==> config.mk <==
export PLATFORM = sky130hd
export DESIGN_NAME = branch_history_stack
export DESIGN_NICKNAME = d
export VERILOG_FILES = /design/src/rtl/bhs_pkg.sv /design/src/rtl/bhs_ctrl.sv /design/src/rtl/bhs_slot_file.sv /design/src/rtl/bhs_read_mux.sv /design/src/rtl/branch_history_stack.sv
export SDC_FILE = /design/constraint.sdc
export NUM_CORES = 1
export LEC_CHECK = 0
export BUFFER_PORTS_ARGS = -buffer_cell sky130_fd_sc_hd__buf_4
export CORE_MARGIN = 2
export CORE_UTILIZATION = 40
export DETAILED_ROUTE_END_ITERATION = 7
export SLEW_MARGIN = 20
export SYNTH_ARGS = -nofsm -noshare
export SYNTH_HDL_FRONTEND = slang
export SYNTH_HIERARCHICAL = 1
export SYNTH_SLANG_ARGS = --single-unit
export TNS_END_PERCENT = 10
==> constraint.sdc <==
create_clock -name clk -period 4.35 [get_ports clk]
set_clock_uncertainty 0.15 [all_clocks]
set_input_delay 0.87 -clock clk [delete_from_list [all_inputs] [get_ports clk]]
set_output_delay 0.87 -clock clk [all_outputs]
set_load 0.03 [all_outputs]
==> src/rtl/bhs_pkg.sv <==
package bhs_pkg;

    typedef enum logic [1:0] {
        RD_SLOT = 2'd0,
        RD_PTR  = 2'd1,
        RD_EXC  = 2'd2,
        RD_NONE = 2'd3
    } rd_kind_e;

endpackage

==> src/rtl/bhs_ctrl.sv <==
module bhs_ctrl #(
    parameter int DEPTH = 8,
    localparam int PTR_W = $clog2(DEPTH)
) (
    input  logic             clk,
    input  logic             rst_n,
    input  logic             cfg_we,
    input  logic             cfg_en,
    input  logic             evt_valid,
    input  logic             dbg_freeze,
    output logic             en_o,
    output logic [PTR_W-1:0] ptr_o,
    output logic [PTR_W-1:0] slot_o,
    output logic             rec_o
);

    typedef struct packed {
        logic             en;
        logic [PTR_W-1:0] ptr;
    } ctrl_t;

    ctrl_t st_d, st_q;
    logic [PTR_W-1:0] ptr_inc;

    always_comb begin
        st_d    = st_q;
        ptr_inc = (st_q.ptr == PTR_W'(DEPTH - 1)) ? '0 : st_q.ptr + 1'b1;
        rec_o   = evt_valid && st_q.en && !dbg_freeze;
        if (rec_o) begin
            st_d.ptr = ptr_inc;
        end
        if (dbg_freeze) begin
            st_d.en = 1'b0;
        end else if (cfg_we) begin
            st_d.en = cfg_en;
        end
    end

    always_ff @(posedge clk) begin
        if (!rst_n) begin
            st_q <= '0;
        end else begin
            st_q <= st_d;
        end
    end

    assign en_o   = st_q.en;
    assign ptr_o  = st_q.ptr;
    assign slot_o = ptr_inc;

    AST_PTR_ADVANCE: assert property (@(posedge clk) disable iff (!rst_n)
        rec_o |=> ptr_o == (($past(ptr_o) == PTR_W'(DEPTH - 1)) ? '0 : $past(ptr_o) + 1'b1));
    AST_PTR_IDLE: assert property (@(posedge clk) disable iff (!rst_n)
        !rec_o |=> $stable(ptr_o));
    AST_FREEZE_CLEARS: assert property (@(posedge clk) disable iff (!rst_n)
        dbg_freeze |=> !en_o);
    AST_EN_HOLD: assert property (@(posedge clk) disable iff (!rst_n)
        (!dbg_freeze && !cfg_we) |=> $stable(en_o));

endmodule

==> src/rtl/bhs_slot_file.sv <==
module bhs_slot_file #(
    parameter int DEPTH  = 8,
    parameter int ADDR_W = 32,
    localparam int PTR_W = $clog2(DEPTH),
    localparam int REC_W = 2 * ADDR_W
) (
    input  logic                        clk,
    input  logic                        rst_n,
    input  logic                        wr_en,
    input  logic [PTR_W-1:0]            wr_slot,
    input  logic [ADDR_W-1:0]           wr_from,
    input  logic [ADDR_W-1:0]           wr_to,
    input  logic                        wr_exc,
    output logic [DEPTH-1:0][REC_W-1:0] slots_o,
    output logic [REC_W-1:0]            exc_o
);

    typedef struct packed {
        logic [DEPTH-1:0][REC_W-1:0] slot;
        logic [REC_W-1:0]            exc;
    } file_t;

    file_t file_d, file_q;
    logic [REC_W-1:0] rec_word;
    logic [DEPTH-1:0] hit;

    assign rec_word = {wr_to, wr_from};

    for (genvar g = 0; g < DEPTH; g++) begin : g_hit
        assign hit[g] = wr_en && (wr_slot == PTR_W'(g));
    end

    always_comb begin
        file_d = file_q;
        for (int i = 0; i < DEPTH; i++) begin
            if (hit[i]) begin
                file_d.slot[i] = rec_word;
            end
        end
        if (wr_en && wr_exc) begin
            file_d.exc = rec_word;
        end
    end

    always_ff @(posedge clk) begin
        if (!rst_n) begin
            file_q <= '0;
        end else begin
            file_q <= file_d;
        end
    end

    assign slots_o = file_q.slot;
    assign exc_o   = file_q.exc;

    AST_SLOT_WRITTEN: assert property (@(posedge clk) disable iff (!rst_n)
        wr_en |=> slots_o[$past(wr_slot)] == {$past(wr_to), $past(wr_from)});
    AST_SLOTS_IDLE: assert property (@(posedge clk) disable iff (!rst_n)
        !wr_en |=> $stable(slots_o));
    AST_EXC_KEEP: assert property (@(posedge clk) disable iff (!rst_n)
        !(wr_en && wr_exc) |=> $stable(exc_o));
    AST_ONE_HIT: assert property (@(posedge clk) disable iff (!rst_n)
        $onehot0(hit));

endmodule

==> src/rtl/bhs_read_mux.sv <==
module bhs_read_mux
    import bhs_pkg::*;
#(
    parameter int DEPTH  = 8,
    parameter int ADDR_W = 32,
    localparam int PTR_W = $clog2(DEPTH),
    localparam int REC_W = 2 * ADDR_W
) (
    input  logic [1:0]                  kind,
    input  logic [PTR_W-1:0]            idx,
    input  logic [DEPTH-1:0][REC_W-1:0] slots,
    input  logic [PTR_W-1:0]            ptr,
    input  logic [REC_W-1:0]            exc,
    output logic [REC_W-1:0]            data
);

    rd_kind_e sel;

    always_comb begin
        sel = rd_kind_e'(kind);
        unique case (sel)
            RD_SLOT: data = slots[idx];
            RD_PTR:  data = {{(REC_W - PTR_W){1'b0}}, ptr};
            RD_EXC:  data = exc;
            default: data = '0;
        endcase
    end

endmodule

==> src/rtl/branch_history_stack.sv <==
module branch_history_stack #(
    parameter int DEPTH  = 8,
    parameter int ADDR_W = 32,
    localparam int PTR_W = $clog2(DEPTH),
    localparam int REC_W = 2 * ADDR_W
) (
    input  logic              clk,
    input  logic              rst_n,
    input  logic              cfg_we,
    input  logic              cfg_en,
    output logic              rec_en,
    input  logic              evt_valid,
    input  logic [ADDR_W-1:0] evt_from,
    input  logic [ADDR_W-1:0] evt_to,
    input  logic              evt_is_exc,
    input  logic              dbg_freeze,
    input  logic [1:0]        rd_kind,
    input  logic [PTR_W-1:0]  rd_idx,
    output logic [REC_W-1:0]  rd_data
);

    logic                        rec;
    logic [PTR_W-1:0]            ptr_q;
    logic [PTR_W-1:0]            slot_nxt;
    logic [DEPTH-1:0][REC_W-1:0] slots_q;
    logic [REC_W-1:0]            exc_q;

    bhs_ctrl #(.DEPTH(DEPTH)) u_ctrl (
        .clk        (clk),
        .rst_n      (rst_n),
        .cfg_we     (cfg_we),
        .cfg_en     (cfg_en),
        .evt_valid  (evt_valid),
        .dbg_freeze (dbg_freeze),
        .en_o       (rec_en),
        .ptr_o      (ptr_q),
        .slot_o     (slot_nxt),
        .rec_o      (rec)
    );

    bhs_slot_file #(.DEPTH(DEPTH), .ADDR_W(ADDR_W)) u_file (
        .clk     (clk),
        .rst_n   (rst_n),
        .wr_en   (rec),
        .wr_slot (slot_nxt),
        .wr_from (evt_from),
        .wr_to   (evt_to),
        .wr_exc  (evt_is_exc),
        .slots_o (slots_q),
        .exc_o   (exc_q)
    );

    bhs_read_mux #(.DEPTH(DEPTH), .ADDR_W(ADDR_W)) u_rmux (
        .kind  (rd_kind),
        .idx   (rd_idx),
        .slots (slots_q),
        .ptr   (ptr_q),
        .exc   (exc_q),
        .data  (rd_data)
    );

    AST_WRITE_AT_NEW_PTR: assert property (@(posedge clk) disable iff (!rst_n)
        rec |=> slots_q[ptr_q] == {$past(evt_to), $past(evt_from)});
    AST_FROZEN_NO_REC: assert property (@(posedge clk) disable iff (!rst_n)
        (dbg_freeze && !rec_en) |=> $stable(ptr_q));

endmodule

==> results of run 1 <==
## kinds of logic (layout without fill, tap and decap cells)
| logic type | after synthesis | count (layout) |
|---|---|---|
| other | 0 | 1 |
| AND/OR/NAND/NOR | 783 | 783 |
| flip-flops | 580 | 580 |
| buffers and inverters | 219 | 316 |
| adder cells (fa/ha/maj) | 2 | 2 |
| AO/OA/AOI/OAI | 223 | 223 |
| multiplexers | 663 | 663 |
## stage by stage
step	setup WS, ns	cells	total power [mW]	cell area (um2)	utilization, %
2_1_floorplan	0.914	2470	5.90	26200	-
3_3_place_gp	0.358	3300	6.16	27500	42.6
3_5_place_dp	0.373	3300	6.17	27500	42.6
4_1_cts	0.360	3422	12.0	29800	46.2
5_1_grt	0.274	3422	12.3	29800	46.2
6_report	0.331	3423	11.9	29800	46.2
## worst paths after layout
check | from | end | slack, ns
setup / recovery | rd_idx[1] | rd_data[35] | 0.33
hold / removal | dbg_freeze | u_ctrl/en_o | 0.29
setup reg to reg | u_ctrl/ptr_o[0] | u_file/slots_o[77] | 1.06
hold reg to reg | u_file/slots_o[263] | u_file/slots_o[263] | 0.31
## power by group through the flow
stage          Clock, mW  Sequential (mW)  Combinational [mW]
6_report            5.85             5.33               0.727
3_5_place_dp           0             5.44               0.730
4_1_cts             5.99             5.32               0.732
2_1_floorplan          0             5.44               0.462
5_1_grt             6.21             5.32               0.776
3_3_place_gp           0             5.44               0.721
## flip-flops by register name (all words and copies together) (netlist names)
name and flops:
u_file/slots_o 512, u_ctrl/en_o 1, u_ctrl/ptr_o 3, u_file/exc_o 64
## synth_stat cells (2+ instances only)
cell	instances
sky130_fd_sc_hd__nand4bb_1	3
sky130_fd_sc_hd__o31ai_1	3
sky130_fd_sc_hd__o22ai_1	45
sky130_fd_sc_hd__a21bo_2	64
sky130_fd_sc_hd__a221o_1	16
sky130_fd_sc_hd__buf_12	10
sky130_fd_sc_hd__nand2_1	596
sky130_fd_sc_hd__buf_6	54
sky130_fd_sc_hd__buf_4	9
sky130_fd_sc_hd__a22o_1	3
sky130_fd_sc_hd__nor3_1	45
sky130_fd_sc_hd__nor2_1	4
sky130_fd_sc_hd__a21oi_1	64
sky130_fd_sc_hd__clkbuf_1	83
sky130_fd_sc_hd__nor2b_1	51
sky130_fd_sc_hd__dfxtp_1	580
sky130_fd_sc_hd__mux2i_1	554
sky130_fd_sc_hd__buf_2	58
sky130_fd_sc_hd__buf_1	2
sky130_fd_sc_hd__mux4_2	109
sky130_fd_sc_hd__nand3_1	64
sky130_fd_sc_hd__a211oi_1	9
sky130_fd_sc_hd__a211oi_2	16
sky130_fd_sc_hd__nand4b_1	3
sky130_fd_sc_hd__and3b_1	8
sky130_fd_sc_hd__a22oi_1	3
sky130_fd_sc_hd__ha_1	2
## layout make-up
| class | count | area share [%] |
|---|---|---|
| clock inverter | 22 | 0.940 |
| tap | 855 | 3.59 |
| clock buffer | 100 | 6.86 |
| timing repair buffer | 193 | 5.53 |
| antenna | 1 | 0.00839 |
| inverter | 1 | 0.0126 |
| multi-input combinational | 1671 | 44.1 |
| sequential | 580 | 39.0 |
## per-layer routing
| metal | global-route usage (%) | vias to the layer above | wire [um] |
|---|---|---|---|
| met5 | 0 | - | 27 |
| met3 | 3.92 | 119 | 3030 |
| li1 | - | 8769 | - |
| met2 | 34.9 | 356 | 33700 |
| met4 | 6.16 | 4 | 1750 |
| met1 | 26.4 | 9361 | 31100 |
==> results_tabular.tex, run 1 <==
\begin{tabular}{lr}
\hline
Metric & Value \\
\hline
\multicolumn{2}{l}{\textbf{Power}} \\
Maximum resistive drop on vdd & 0.268 mV \\
Internal power component & 9.13 mW \\
Share of power burned in registers & 44.7\% \\
Power per unit of standard cell area & 399 mW/mm2 \\
Static leakage & 13.6 nW \\
Share of total power in combinational logic & 6.1\% \\
Proportion of power drawn by the clock network & 49.1\% \\
Switching share of total power & 23.3\% \\
Net Sw Power & 2.77 mW \\
\multicolumn{2}{l}{\textbf{Clock tree}} \\
Clock tree sinks & 580 \\
TritonCTS clock tree & done \\
Number of buffers added by the clock tree synthesis step & 67 \\
Post-CTS Resized & 0 \\
Insertion delay of the later-clocked pin in the worst-skew pair & 0.60 ns \\
Max H-tree Level & 3 \\
Count of hold-fix buffers inserted at cts & 0 \\
Postcts setup bufs & 0 \\
Post-CTS clock slew at the launch and capture registers of the worst setup and hold paths & 0.05 ns \\
Clk buf depth & 3 \\
Clock root buffer & sky130\_fd\_sc\_hd\_\_clkbuf\_16 \\
\multicolumn{2}{l}{\textbf{Die}} \\
Die height & 260 um \\
I/O pin count & 141 \\
Effective utilization at floorplan & 40.6\% \\
Number of core rows & 93 \\
Area of the core & 0.0646 mm2 \\
Horizontal die dimension & 260 um \\
Floorplan die area & 0.0676 mm2 \\
\multicolumn{2}{l}{\textbf{Final layout}} \\
Combined area of the multi-input logic cells & 0.0131 mm2 \\
Commonest cells after routing, fill and taps aside & 596 x sky130\_fd\_sc\_hd\_\_nand2\_1, 580 x sky130\_fd\_sc\_hd\_\_dfxtp\_1, 554 x sky130\_fd\_sc\_hd\_\_mux2i\_1 \\
Net count of the finished layout & 2592 \\
Layout Area Growth over Synthesis & 13.7\% \\
Fillcell total & 5960 \\
Storage cell area & 0.0116 mm2 \\
Most common library cell in the layout ignoring fill and taps & sky130\_fd\_sc\_hd\_\_nand2\_1 \\
Fraction of layout instances using a drive strength above 1 & 19.5\% \\
\multicolumn{2}{l}{\textbf{Placed design}} \\
DP Wirelength & 40000 um \\
Global placement routability congestion & 0.736 \\
Number of buffers added on ports & 140 \\
\multicolumn{2}{l}{\textbf{Job}} \\
Max-cap check violation count & 0 \\
\multicolumn{2}{l}{\textbf{Routing}} \\
Count of routing violations after the opening detailed-route iteration & 1138 \\
Number of nets with antenna violations after detailed routing & 0 \\
Total iterations of the first detailed-routing run & 5 \\
Routed length per instance & 20.3 um \\
Detailed-route DRC error count & 0 \\
Post-detailed-route via-to-cell ratio & 5.44 \\
Final WL & 69500 um \\
Vias after detailed routing & 18.6k \\
\multicolumn{2}{l}{\textbf{STA}} \\
Fin crit period & 4.02 ns \\
Tightest slew margin relative to the limit & 24.4\% \\
Worst hold slack after final layout & 0.290 ns \\
Setup Total Neg Slack & 0 ns \\
Number of pins with negative max-slew slack in the final report & 0 \\
Final setup vio count & 0 \\
Ratio of final minimum period to clock period & 92.4\% \\
Setup repair after global routing missed its margin & false \\
Achievable clock frequency & 249 MHz \\
Final Hold Fails & 0 \\
Slew @ Worst Pin & 1.13 ns \\
\multicolumn{2}{l}{\textbf{Synthesis}} \\
Cell types with the largest area share after synthesis & sky130\_fd\_sc\_hd\_\_dfxtp\_1 44\%, sky130\_fd\_sc\_hd\_\_mux2i\_1 21\%, sky130\_fd\_sc\_hd\_\_mux4\_2 9.4\%, sky130\_fd\_sc\_hd\_\_nand2\_1 8.5\%, sky130\_fd\_sc\_hd\_\_a21bo\_2 2.4\% \\
Simple-gate portion of the synthesized area & 12.7\% \\
Proportion of synthesized area in mux cells & 30.5\% \\
Area leader, netlist & sky130\_fd\_sc\_hd\_\_dfxtp\_1 \\
Fraction of the mapped netlist area in adder cells & 0.0955\% \\
Share of synthesized registers carrying an async set or reset & 0\% \\
Number of distinct library cells after synthesis & 39 \\
Synth Area per Inst & 10.6 um2 \\
Synth Area in Compound Gates & 6.64\% \\
Main combinational cell family by area after synthesis & multiplexers \\
Synth Instances & 2470 \\
Prevailing post-synth register cell & sky130\_fd\_sc\_hd\_\_dfxtp\_1 \\
Number of synthesized flops with an enable pin & 0 \\
Area of the mapped netlist & 0.0262 mm2 \\
Area fraction of the dominant cell type after synthesis & 44.3\% \\
Mapped Nets & 2548 \\
\#FFs+latches synth & 580 \\
Sequential share of the synthesized area & 44.3\% \\
Number of warnings printed during yosys synthesis & 6 \\
Post-synthesis xor/xnor area fraction & 0\% \\
\multicolumn{2}{l}{\textbf{Worst setup path}} \\
Number of buffer and inverter instances along the worst setup path & 2 \\
Number of gates on the worst path with buffers counted & 5 \\
R2R depth & 6 \\
Startpoint Class & input pin \\
Classification of the worst setup path & in2out \\
Series of cell instances along the critical path & buf\_6 > nor2b\_1 > a221o\_1 > a211oi\_2 > buf\_4 \\
Slowest-stage cell, CP & sky130\_fd\_sc\_hd\_\_buf\_6 \\
WP data arrival & 3.00 ns \\
Gate family responsible for the most delay along the worst path & compound AO/OA/AOI/OAI gates \\
Critical Path End Type & output pin \\
Peak fanout along the critical path & 46 \\
Critical Path RT & 3.33 ns \\
Delay of the slowest cell on the worst path & 0.49 ns \\
\multicolumn{2}{l}{\textbf{GRT}} \\
Vias in the first global route & 18.9k \\
Antenna violations before repair & 2 \\
GR Overflow Total & 0 \\
Tot GR Track Use & 20.6\% \\
Pin count of the biggest net entering global routing & 139 \\
First-pass GRT wire length & 109000 um \\
\multicolumn{2}{l}{\textbf{Hold path}} \\
Path category of the worst min-delay check & in2reg \\
Hold depth & 2 \\
\multicolumn{2}{l}{\textbf{Status}} \\
Outcome & complete, no violations \\
\hline
\end{tabular}
Note: power is estimated with default switching activity, not from simulation.
==> inputs of run 2 (changes only) <==
- CORE_UTILIZATION: 40 -> 66
- PLACE_DENSITY: default -> 0.85
==> run 2 against run 1 <==
Sequential share of layout area rose by 1.2 points. Flip-flop and latch count did not move. Routed wire length fell by 5.9%. Setup slack improved by 0.21 ns. Clock-buffer cell count fell by 10. Global-route usage rose by 11 points. Critical path depth rose by 1. Die area fell by 39%. Total power fell by 6.9%. Non-clock buffer count fell by 9. First-iteration DRC count rose by 36%. Critical path type unchanged. Critical endpoint is now rd_data[13]. Highest routed layer unchanged.
==> results_tabular.tex, run 2 (same netlist as run 1, synthesis figures left out) <==
\begin{tabular}{lr}
\hline
Metric & Value \\
\hline
\multicolumn{2}{l}{\textbf{Status}} \\
Outcome & complete, no violations (unchanged) \\
\multicolumn{2}{l}{\textbf{Routing}} \\
Routed length per instance & 21.3 um (was 20.3 um) \\
Vias after detailed routing & 19.0k (was 18.6k) \\
Count of routing violations after the opening detailed-route iteration & 1542 (was 1138) \\
Detailed-route DRC error count & 0 (unchanged) \\
Total iterations of the first detailed-routing run & 6 (was 5) \\
Number of nets with antenna violations after detailed routing & 0 (unchanged) \\
Final WL & 65400 um (was 69500 um) \\
Post-detailed-route via-to-cell ratio & 6.19 (was 5.44) \\
\multicolumn{2}{l}{\textbf{Final layout}} \\
Storage cell area & 0.0116 mm2 (unchanged) \\
Final core utilization & 73.3\% (was 46.2\%) \\
Max reg flops & 512 (unchanged) \\
Layout Area Growth over Synthesis & 10.3\% (was 13.7\%) \\
Net count of the finished layout & 2573 (was 2592) \\
Most common library cell in the layout ignoring fill and taps & sky130\_fd\_sc\_hd\_\_nand2\_1 (unchanged) \\
Fraction of layout instances using a drive strength above 1 & 18.6\% (was 19.5\%) \\
Combined area of the multi-input logic cells & 0.0132 mm2 (was 0.0131 mm2) \\
Commonest cells after routing, fill and taps aside & 596 x sky130\_fd\_sc\_hd\_\_nand2\_1, 580 x sky130\_fd\_sc\_hd\_\_dfxtp\_1, 554 x sky130\_fd\_sc\_hd\_\_mux2i\_1 (unchanged) \\
Fillcell total & 2707 (was 5960) \\
Cell area after layout & 0.0289 mm2 (was 0.0298 mm2) \\
\multicolumn{2}{l}{\textbf{Power}} \\
Static leakage & 13.4 nW (was 13.6 nW) \\
Maximum resistive drop on vdd & 0.322 mV (was 0.268 mV) \\
Power per unit of standard cell area & 383 mW/mm2 (was 399 mW/mm2) \\
\multicolumn{2}{l}{\textbf{Die}} \\
Horizontal die dimension & 203 um (was 260 um) \\
Number of core rows & 73 (was 93) \\
Floorplan die area & 0.0413 mm2 (was 0.0676 mm2) \\
Area of the core & 0.0395 mm2 (was 0.0646 mm2) \\
I/O pin count & 141 (unchanged) \\
Die height & 203 um (was 260 um) \\
Effective utilization at floorplan & 66.4\% (was 40.6\%) \\
\multicolumn{2}{l}{\textbf{Worst setup path}} \\
Slowest-stage cell, CP & sky130\_fd\_sc\_hd\_\_mux4\_2 (was sky130\_fd\_sc\_hd\_\_buf\_6) \\
Startpoint Class & input pin (unchanged) \\
Delay of the slowest cell on the worst path & 0.56 ns (was 0.49 ns) \\
Series of cell instances along the critical path & buf\_6 > buf\_12 > mux4\_2 > o22ai\_1 > nor3\_1 > buf\_4 (was buf\_6 > nor2b\_1 > a221o\_1 > a211oi\_2 > buf\_4) \\
Classification of the worst setup path & in2out (unchanged) \\
Peak fanout along the critical path & 42 (was 46) \\
Critical Path End Type & output pin (unchanged) \\
Critical Path RT & 3.33 ns (about the same) \\
WP data arrival & 2.79 ns (was 3.00 ns) \\
\multicolumn{2}{l}{\textbf{Clock tree}} \\
Max H-tree Level & 2 (was 3) \\
Post-CTS Resized & 0 (unchanged) \\
Postcts setup bufs & 0 (unchanged) \\
TritonCTS clock tree & done (unchanged) \\
Count of hold-fix buffers inserted at cts & 0 (unchanged) \\
Post-CTS clock slew at the launch and capture registers of the worst setup and hold paths & 0.06 ns (was 0.05 ns) \\
Clock root buffer & sky130\_fd\_sc\_hd\_\_clkbuf\_16 (unchanged) \\
Number of buffers added by the clock tree synthesis step & 57 (was 67) \\
Clk buf depth & 3 (unchanged) \\
Clock tree sinks & 580 (unchanged) \\
Insertion delay of the later-clocked pin in the worst-skew pair & 0.61 ns (was 0.60 ns) \\
\multicolumn{2}{l}{\textbf{GRT}} \\
Vias in the first global route & 19.5k (was 18.9k) \\
Antenna violations before repair & 3 (was 2) \\
First-pass GRT wire length & 103000 um (was 109000 um) \\
GR Overflow Total & 0 (unchanged) \\
Tot GR Track Use & 31.4\% (was 20.6\%) \\
Pin count of the biggest net entering global routing & 154 (was 139) \\
\multicolumn{2}{l}{\textbf{STA}} \\
Number of pins with negative max-slew slack in the final report & 0 (unchanged) \\
Tightest slew margin relative to the limit & 32.5\% (was 24.4\%) \\
Fin crit period & 3.81 ns (was 4.02 ns) \\
Ratio of final minimum period to clock period & 87.6\% (was 92.4\%) \\
Setup repair after global routing missed its margin & false (unchanged) \\
Worst hold slack after final layout & 0.285 ns (was 0.290 ns) \\
Achievable clock frequency & 263 MHz (was 249 MHz) \\
Slew @ Worst Pin & 1.01 ns (was 1.13 ns) \\
Final Hold Fails & 0 (unchanged) \\
Setup Total Neg Slack & 0 ns (unchanged) \\
Final setup vio count & 0 (unchanged) \\
\multicolumn{2}{l}{\textbf{Placed design}} \\
DP Wirelength & 37200 um (was 40000 um) \\
Post-place instance area & 0.0270 mm2 (was 0.0275 mm2) \\
Number of buffers added on ports & 140 (unchanged) \\
Global placement routability congestion & 0.755 (was 0.736) \\
\multicolumn{2}{l}{\textbf{Job}} \\
Max-cap check violation count & 0 (unchanged) \\
\multicolumn{2}{l}{\textbf{Hold path}} \\
Path category of the worst min-delay check & in2reg (unchanged) \\
\hline
\end{tabular}
==> run 2: changes by cell type in the layout (fill, tap and decap cells not counted), moves of 2 or more <==
| cell | previous run | this run |
|---|---|---|
| sky130_fd_sc_hd__buf_12 | 15 | 12 |
| sky130_fd_sc_hd__clkinv_2 | 10 | 8 |
| sky130_fd_sc_hd__clkbuf_16 | 71 | 59 |
| sky130_fd_sc_hd__inv_16 | 2 | 0 |
| sky130_fd_sc_hd__buf_4 | 176 | 170 |
| sky130_fd_sc_hd__clkbuf_1 | 13 | 16 |
==> run 2: path summary, 6_finish.rpt <==
path                                           from             endpoint  cells past startpoint  slack (ns)
worst min register to register  u_file/slots_o[277]  u_file/slots_o[277]                      2        0.31
worst min-delay path                     dbg_freeze          u_ctrl/en_o                      2        0.29
worst max-delay path                      rd_idx[1]          rd_data[13]                      6        0.54
worst max register to register      u_ctrl/ptr_o[0]  u_file/slots_o[113]                      6        1.13
==> run 2: power breakdown <==
| part | switching, mW | internal, mW |
|---|---|---|
| Sequential | 0.00453 | 5.32 |
| Clock | 2.07 | 2.98 |
| Combinational | 0.481 | 0.228 |
| Total | 2.55 | 8.53 |
==> run 2: critical path: cells and delay by family <==
| kind | cells | cell delay, ns |
|---|---|---|
| buffers and inverters | 3 | 0.99 |
| muxes | 1 | 0.56 |
| AOI/OAI and AO/OA | 1 | 0.23 |
| and+or+nand+nor | 1 | 0.09 |
==> run 2: stage by stage <==
| stage | setup WS (ns) | cells | total power, mW |
|---|---|---|---|
| finish | 0.541 | 3070 | 11.1 |
| global route | 0.412 | 3070 | 11.4 |
| CTS | 0.493 | 3068 | 11.1 |
| detailed placement | 0.519 | 2961 | 6.13 |
| global placement | 0.310 | 2961 | 6.12 |
| floorplan | 0.914 | 2470 | 5.90 |
==> run 2: final cells by class <==
type | count | area share, %
diodes | 2 | 0.0173
clock buffers | 90 | 6.03
clock inverters | 17 | 0.697
inverters | 1 | 0.0130
multi-input cells | 1671 | 45.5
flip-flops and latches | 580 | 40.2
well taps | 525 | 2.27
repair buffers | 184 | 5.34
==> run 2: per-layer routing <==
layer / wire, um / global-route usage, %
met1: 26900 / 39.3
met3: 3780 / 4.49
met5: 13 / 0
met4: 2080 / 11.4
met2: 32700 / 55.2
